[config.mk]
export PLATFORM = sky130hd
export DESIGN_NAME = vlt_timer
export DESIGN_NICKNAME = d
export VERILOG_FILES = /design/src/rtl/vlt_pkg.sv /design/src/rtl/vlt_next.sv /design/src/rtl/vlt_flag.sv /design/src/rtl/vlt_timer.sv
export SDC_FILE = /design/constraint.sdc
export NUM_CORES = 1
export LEC_CHECK = 0
export ABC_CLOCK_PERIOD_IN_PS = 8200
export BUFFER_PORTS_ARGS = -buffer_cell sky130_fd_sc_hd__buf_2
export CAP_MARGIN = 20
export CELL_PAD_IN_SITES_DETAIL_PLACEMENT = 1
export CELL_PAD_IN_SITES_GLOBAL_PLACEMENT = 2
export CORE_MARGIN = 5
export CORE_UTILIZATION = 34
export DETAILED_ROUTE_END_ITERATION = 12
export MAX_ROUTING_LAYER = met4
export PLACE_DENSITY = 0.93
export SLEW_MARGIN = 20
export SYNTH_ARGS = -nofsm -noshare
export SYNTH_HDL_FRONTEND = slang
export SYNTH_SLANG_ARGS = --single-unit
[constraint.sdc]
create_clock -name clk -period 8.2 [get_ports clk]
set_clock_uncertainty 0.2 [all_clocks]
set_input_delay 0.82 -clock clk [delete_from_list [all_inputs] [get_ports clk]]
set_output_delay 0.82 -clock clk [all_outputs]
set_load 0.03 [all_outputs]
[src/rtl/vlt_pkg.sv]
package vlt_pkg;
  typedef enum logic [1:0] {
    MODE_STOP = 2'd0,
    MODE_UP   = 2'd1,
    MODE_CONT = 2'd2,
    MODE_UPDN = 2'd3
  } mode_e;

  typedef enum logic [1:0] {
    LEN_8  = 2'd0,
    LEN_10 = 2'd1,
    LEN_12 = 2'd2,
    LEN_16 = 2'd3
  } len_e;
endpackage

[src/rtl/vlt_next.sv]
module vlt_next #(
  parameter int CNT_W = 16
) (
  input  logic [CNT_W-1:0] count_i,
  input  logic             dir_i,
  input  logic [1:0]       mode_i,
  input  logic [1:0]       len_sel_i,
  input  logic [CNT_W-1:0] period_i,
  input  logic             tick_i,
  output logic [CNT_W-1:0] mask_o,
  output logic [CNT_W-1:0] nx_count_o,
  output logic             nx_dir_o,
  output logic             park_o,
  output logic             adv_o,
  output logic             wrap_o
);
  import vlt_pkg::*;

  localparam int BASE_W = 8;

  function automatic int len_bits(input logic [1:0] sel);
    int b;
    b = (sel == LEN_16) ? 16 : BASE_W + 2 * int'(sel);
    return (b > CNT_W) ? CNT_W : b;
  endfunction

  function automatic logic [CNT_W-1:0] len_mask(input logic [1:0] sel);
    logic [CNT_W-1:0] m;
    for (int i = 0; i < CNT_W; i++) m[i] = (i < len_bits(sel));
    return m;
  endfunction

  mode_e            mode_w;
  logic [CNT_W-1:0] per_w;
  logic [CNT_W-1:0] one_w;

  assign mode_w = mode_e'(mode_i);
  assign mask_o = len_mask(len_sel_i);
  assign per_w  = period_i & mask_o;
  assign one_w  = {{(CNT_W-1){1'b0}}, 1'b1};
  assign park_o = ((mode_w == MODE_UP) || (mode_w == MODE_UPDN)) && (per_w == '0);
  assign adv_o  = tick_i && (mode_w != MODE_STOP) && !park_o;

  always_comb begin
    nx_count_o = count_i;
    nx_dir_o   = (mode_w == MODE_UPDN) ? dir_i : 1'b0;
    wrap_o     = 1'b0;
    if (adv_o) begin
      unique case (mode_w)
        MODE_UP: begin
          if (count_i >= per_w) begin
            nx_count_o = '0;
            wrap_o     = 1'b1;
          end else begin
            nx_count_o = count_i + one_w;
          end
        end
        MODE_CONT: begin
          if (count_i >= mask_o) begin
            nx_count_o = '0;
            wrap_o     = 1'b1;
          end else begin
            nx_count_o = count_i + one_w;
          end
        end
        MODE_UPDN: begin
          if (!dir_i) begin
            if (count_i >= per_w) begin
              nx_dir_o   = 1'b1;
              nx_count_o = count_i - one_w;
              wrap_o     = (count_i == one_w);
            end else begin
              nx_count_o = count_i + one_w;
            end
          end else if (count_i == '0) begin
            nx_dir_o   = 1'b0;
            nx_count_o = one_w;
          end else begin
            nx_count_o = count_i - one_w;
            wrap_o     = (count_i == one_w);
          end
        end
        default: nx_count_o = count_i;
      endcase
    end
  end
endmodule

[src/rtl/vlt_flag.sv]
module vlt_flag (
  input  logic clk,
  input  logic rst_n,
  input  logic set_i,
  input  logic clr_i,
  output logic flag_o
);
  always_ff @(posedge clk or negedge rst_n) begin
    if (!rst_n)     flag_o <= 1'b0;
    else if (set_i) flag_o <= 1'b1;
    else if (clr_i) flag_o <= 1'b0;
  end

  // sticky until cleared
  a_r9_sticky: assert property (@(posedge clk) disable iff (!rst_n)
    (flag_o && !clr_i) |=> flag_o);
  // a wrap always leaves the flag set
  a_r9_set_wins: assert property (@(posedge clk) disable iff (!rst_n)
    set_i |=> flag_o);
endmodule

[src/rtl/vlt_timer.sv]
module vlt_timer #(
  parameter int CNT_W = 16
) (
  input  logic             clk,
  input  logic             rst_n,
  input  logic             tick_i,
  input  logic [1:0]       mode_i,
  input  logic [1:0]       len_sel_i,
  input  logic             clr_i,
  input  logic [CNT_W-1:0] period_i,
  input  logic             wr_en_i,
  input  logic [CNT_W-1:0] wr_data_i,
  input  logic             ovf_clr_i,
  output logic [CNT_W-1:0] count_o,
  output logic             dir_down_o,
  output logic             ovf_o
);
  import vlt_pkg::*;

  logic [CNT_W-1:0] count_q;
  logic             dir_q;
  logic [CNT_W-1:0] mask_w;
  logic [CNT_W-1:0] nx_count_w;
  logic             nx_dir_w;
  logic             park_w;
  logic             adv_w;
  logic             wrap_w;
  logic             ovf_set_w;

  vlt_next #(.CNT_W(CNT_W)) next_i (
    .count_i    (count_q),
    .dir_i      (dir_q),
    .mode_i     (mode_i),
    .len_sel_i  (len_sel_i),
    .period_i   (period_i),
    .tick_i     (tick_i),
    .mask_o     (mask_w),
    .nx_count_o (nx_count_w),
    .nx_dir_o   (nx_dir_w),
    .park_o     (park_w),
    .adv_o      (adv_w),
    .wrap_o     (wrap_w)
  );

  // Priority: clear, park, software write, counting step
  always_ff @(posedge clk or negedge rst_n) begin
    if (!rst_n) begin
      count_q <= '0;
      dir_q   <= 1'b0;
    end else if (clr_i || park_w) begin
      count_q <= '0;
      dir_q   <= 1'b0;
    end else if (wr_en_i) begin
      count_q <= wr_data_i & mask_w;
      dir_q   <= (mode_e'(mode_i) == MODE_UPDN) ? dir_q : 1'b0;
    end else begin
      count_q <= nx_count_w;
      dir_q   <= nx_dir_w;
    end
  end

  assign ovf_set_w = wrap_w && !clr_i && !park_w && !wr_en_i;

  vlt_flag flag_i (
    .clk    (clk),
    .rst_n  (rst_n),
    .set_i  (ovf_set_w),
    .clr_i  (ovf_clr_i),
    .flag_o (ovf_o)
  );

  assign count_o    = count_q;
  assign dir_down_o = dir_q;

  a_r3_clear: assert property (@(posedge clk) disable iff (!rst_n)
    clr_i |=> (count_o == '0) && !dir_down_o);
  a_r2_write_masked: assert property (@(posedge clk) disable iff (!rst_n)
    (wr_en_i && !clr_i && !park_w) |=> count_o == $past(wr_data_i & mask_w));
  a_r4_hold: assert property (@(posedge clk) disable iff (!rst_n)
    (!clr_i && !wr_en_i && !park_w && (!tick_i || mode_i == 2'd0)) |=> $stable(count_o));
  a_r5_park: assert property (@(posedge clk) disable iff (!rst_n)
    park_w |=> (count_o == '0) && !dir_down_o);
  a_r8_dir_only_updn: assert property (@(posedge clk) disable iff (!rst_n)
    (mode_i != 2'd3) |=> !dir_down_o);
  a_r1_within_length: assert property (@(posedge clk) disable iff (!rst_n)
    (adv_w && !clr_i && !wr_en_i && mode_i == 2'd2 && $stable(len_sel_i)) |=>
      ((count_o & ~mask_w) == '0));
endmodule

# Yosys cells after proc, flatten, opt, wreduce, memory -nomap -nowiden
# Index checks and enable logic that the tools add are counted.
[totals]
regBits = 18
in_bits = 42
output_inout_bits = 18
wordCells = 78
[classes]
addsub = 3
order_cmp = 19
eq_ne = 5
mux = 28
bitwise = 2
reduce_logical = 18
[ops]
columns = ["operator", "n"]
rows = [
  ["$lt 5x32->1 const A", 8],
  ["$lt 4x32->1 const A", 4],
  ["$mux 16", 8],
  ["$lt 3x32->1 const A", 2],
  ["$mux 32", 2],
  ["$pmux 16 s3", 1],
  ["$and 16x16->16", 2],
  ["$ge 16x16->1", 2],
  ["$gt 32x6->1 const B", 1],
  ["$logic_not 16->1", 2],
  ["$lt 1x32->1 const A", 1],
  ["$lt 2x32->1 const A", 1],
  ["$add 16x1->16 const B", 1],
  ["$eq 16x1->1 const B", 1],
  ["$mux 1", 16],
  ["$sub 16x1->16 const B", 1],
  ["$eq 2x2->1 const B", 3],
  ["$logic_and 1x1->1", 6],
  ["$add 4x3->5 const A", 1],
  ["$reduce_bool 5->1", 1],
  ["$reduce_bool 2->1", 2],
  ["$logic_not 1->1", 3],
  ["$pmux 1 s3", 1],
  ["$reduce_bool 3->1", 1],
  ["3 further kinds", 4],
]

# Longest topological paths before layout
[depth]
depth_word = 15
mapped_depth = 13
depth_no_buf = 12

# Hierarchy
# From an unflattened synthesis, not the netlist that was laid out.
[hier_totals]
hier_cells = 373
area_unflattened_um2 = 2849.0
[modules_own_cells]
columns = ["mod", "instances", "cells_per_inst", "area_per_inst_um2", "seq_area_each_um2"]
rows = [
  ["vlt_next", 1, 294, 2006.9, 0.0],
  ["vlt_timer", 1, 76, 805.8, 425.4],
  ["vlt_flag", 1, 3, 36.3, 25.0],
]

# Worst setup path before layout
# No wires, ideal clock.
[synth_timing]
kind = "input to register"
from = "input port len_sel_i[0]"
to = "register count_q[5] (netlist: count_o[5])"
setup_ps = 126
t_arrival_ps = 3160
required_time_ps = 7874
slack_ps = 4714
path_stages = 12
n_path_buf = 2
cell_sequence = "ha_1 > buf_2 > nand2_1 > ha_1 > nand4_1 > nor4_1 > a31oi_1 > nand2_1 > clkbuf_1 > nor3b_1 > o31a_1 > a221o_1"
[synth_between]
elab_chain_cells = 13
word_cells_on_any_way = 41
cone_classes = "1 x add/sub; 19 x order compare; 1 x eq/ne; 10 x mux; 2 x bitwise; 8 x reduce/logical"
[synth_lines]
columns = ["element", "line_no", "source"]
rows = [
  ["start, declared", "vlt_timer.sv:8", "input logic [1:0] len_sel_i,"],
  ["$add 4x3->5 / $eq 2x2->1 (equally long branches)", "vlt_next.sv:23", "b = (sel == LEN_16) ? 16 : BASE_W + 2 * int'(sel);"],
  ["$mux 32 *", "vlt_next.sv:23", ""],
  ["$gt 32x6->1", "vlt_next.sv:24", "return (b > CNT_W) ? CNT_W : b;"],
  ["$mux 32 *", "vlt_next.sv:24", ""],
  ["$lt 1x32->1 (tied with other cells)", "vlt_next.sv:29", "for (int i = 0; i < CNT_W; i++) m[i] = (i < len_bits(sel));"],
  ["$and 16x16->16", "vlt_next.sv:39", "assign per_w = period_i & mask_o;"],
  ["$ge 16x16->1", "vlt_next.sv:51, vlt_next.sv:68", ""],
  ["$mux 16", "vlt_next.sv:68", "if (count_i >= per_w) begin"],
  ["$mux 16", "vlt_next.sv:67", "if (!dir_i) begin"],
  ["$pmux 16 s3", "vlt_next.sv:49", "unique case (mode_w)"],
  ["$mux 16", "vlt_next.sv:48", "if (adv_o) begin"],
  ["$mux 16", "vlt_timer.sv:53", "end else if (wr_en_i) begin"],
  ["$mux 16", "vlt_timer.sv:50", "end else if (clr_i || park_w) begin"],
  ["end signal, assigned", "vlt_timer.sv:54", "count_q <= wr_data_i & mask_w;"],
  ["end signal, assigned", "vlt_timer.sv:57", "count_q <= nx_count_w;"],
  ["end, declared", "vlt_timer.sv:20", "logic [CNT_W-1:0] count_q;"],
]
# Every way passes the cells marked *; elsewhere a longest branch is shown, timed or not. The select of a mux whose other input is x is not followed.
# A chain may end at the register's enable or synchronous reset.

# Worst setup path after layout
[layout_timing]
from = "input port len_sel_i[1]"
to = "register count_q[15] (netlist: count_o[15])"
# Same word-level chain as after synthesis.

==> run metrics <==
status=finished, final reports clean; maximum vdd drop=52.03 uV; worst path bufs/invs=1; Fin. Hold Viols=0; share of the synthesized area in the top cell type=0.1670; Max Clk Rate=0.2365 GHz; CP Depth=12; cts repair resizes=0; diode count=0; crit path max fanout=12; Power Density=116.7 nW/um^2; Initial Utilization=0.3491; crit path to=count_o[15]; drt wl/cell=20.20 um; WL final=9960 um; Hold WC Path Type=primary input to async pin; remaining global-route overflow=0; setup repair after global routing missed its margin=false; slowest cell on the critical path=a221oi_1; largest net degree at the start of global routing=20; reg2reg end=count_o[15]; R2R setup slack=4490 ps; number of global-route vias before repair=3085; Hold Buf Count CTS=0; Final min period=4229 ps; first-pass GRT wire length=15790 um; TritonRoute pass-1 iters=4; CTS Root Buffer Type=clkbuf_8; Max-Cap Viols=0; Reg clk slew, reported paths=80 ps; Crit path max-delay family=compound AO/OA/AOI/OAI gates; PortBufs=59; #FFs+latches synth=18; Leakage=1.468 nW; CTS sink count=18; layout cells sized above 1=0.1867; DRC viols=0; top cells by count, synth=nand2_1, ha_1, nor2_1, inv_1, a21oi_1; Worst EP arrival=4240 ps; Die X=99.08 um; DR vias/cell=5.939; Sequential Area=450.4 um^2; largest cells by area after synthesis=dfrtp_1, ha_1, xor2_1; Post-synth EDFFs=0; Finish-stage setup viols=0; Multi-input gate area=2071 um^2; Reg2Reg Depth=9; clk_lat worst skew=270 ps; top-count cell post-synth=nand2_1; Final #Nets=467; CTS Buf Count=3; dpl cells=489; Setup Crit Path Kind=primary input to register; Std-Cell Rows=32; initial antenna violation count=0; H-tree levels=1; fraction of registers with async set/reset=1.000; worst slew pin tran=909.3 ps; DIE HEIGHT=99.08 um; top-level port count=60; Synth area leader=dfrtp_1; crit-path max cell delay=870 ps; routability congestion estimate=0.9006; DRT iter0 DRCs=222; final antenna-violating net count=0; CP cell instances=buf_2 > ha_1 > or2_2 > nand2_1 > ha_1 > a21oi_1 > o21ai_0 > a22oi_1 > nand2_1 > a221oi_1 > o221ai_1 > nand2_1; maximum clock insertion buffer count=2; post-synth cell types=64; area delta synth->final=14.10%; Final Slew Violations=0; All-Layer GR Usage=0.2068; Filler cells=989; critical path required time=8210 ps; setup TNS=0 ps; DPL Wire Length=7675 um; Setup Buffers After CTS=0; non-filler instance count after layout=493; CTS tree=yes; core footprint=7727 um^2; vias=2928; launching point of the worst reg2reg path=count_o[0]; critical path startpoint category=primary input; ys flop type=dfrtp_1; CP startpoint=len_sel_i[1]; Mapped Cells=350; Die Area=9816 um^2; synthesis warning total=0; Critical Path Sink Type=register; cell mode on critical path=nand2_1; syn avg cell area=7.707 um^2; sequential share of the synthesized area=0.1670; max_slew headroom=0.3915; final period utilization=0.5158; Synth Cell Area=2698 um^2
[metrics by stage]
| step | power (mW) | setup WS, ps | instance area [um^2] | hold WS, ps | utilization |
|---|---|---|---|---|---|
| 2_1_floorplan | 0.2253 | 4714 | 2701 | 324.4 | - |
| 3_3_place_gp | 0.2751 | 3789 | 3017 | 330.0 | 0.3904 |
| 3_5_place_dp | 0.2793 | 3743 | 3017 | 348.8 | 0.3904 |
| 4_1_cts | 0.3578 | 4000 | 3072 | 311.9 | 0.3975 |
| 5_1_grt | 0.3801 | 3750 | 3078 | 329.0 | 0.3983 |
| 6_report | 0.3593 | 3971 | 3078 | 293.0 | 0.3983 |
[worst min path at each step]
| stage | cells past startpoint | to | startpoint |
|---|---|---|---|
| detailed placement | 2 | flag_i.flag_o | flag_i.flag_o |
| global route | 1 | count_o[5] | rst_n |
| global placement | 2 | flag_i.flag_o | flag_i.flag_o |
| CTS | 1 | count_o[6] | rst_n |
| finish | 1 | count_o[6] | rst_n |
| floorplan | 0 | count_o[0] | rst_n |
[worst register-to-register path: cells and delay by family (launching register included)]
kind / cells / cell delay (ps)
flip-flops: 1 / 620
AO/OA/AOI/OAI: 4 / 1780
buffers and inverters: 1 / 180
adder cells (fa/ha/maj): 1 / 300
AND/OR/NAND/NOR: 3 / 580
[metal layers]
layer  global-route usage  part of all wire  wire, um  vias up
li1                     -                 -         -     1375
met1               0.2502              0.41      4068     1434
met2               0.3512              0.49      4929       96
met3              0.01982             0.064       638       23
met4              0.08403             0.033       325        0
met5                    -                 0         0        -
[cell type report]
class	count	share of cell area
multi-input cells	289	0.6728
inverters	21	0.02561
well taps	102	0.04146
clock buffers	4	0.01789
flip-flops and latches	18	0.1463
repair buffers	59	0.09593
[cell usage in the layout (no fill, tap or decap), types with 10 or more instances in the layout]
master / synthesis / layout
buf_2: 2 / 59
nand2_1: 36 / 36
ha_1: 33 / 33
nor2_1: 22 / 22
inv_1: 20 / 20
a21oi_1: 19 / 19
dfrtp_1: 18 / 18
xor2_1: 16 / 16
o21ai_0: 10 / 10
[power breakdown]
part	switching (mW)	internal (mW)	leakage, nW
sequential	0.0211	0.0934	0.243
clock	0.0369	0.0429	0.0288
combinational	0.102	0.0631	1.20
total	0.160	0.199	1.47
[kinds of logic (layout without fill, tap and decap cells)]
logic type               count (synthesis)  count (layout)  synth area share
AND/OR/NAND/NOR                        120             120            0.2435
AO/OA/AOI/OAI                          109             109            0.2843
buffers and inverters                   44              84           0.06911
adder cells (fa/ha/maj)                 33              33            0.1531
XOR/XNOR                                24              24           0.07792
flip-flops                              18              18            0.1670
other                                    1               2          0.001390
multiplexers                             1               1          0.003711
[state kept, by name, summed over array words and instances (netlist names)]
name	cells
dir_down_o	1
count_o	16
flag_i.flag_o	1
(Power assumes the default switching activity.)
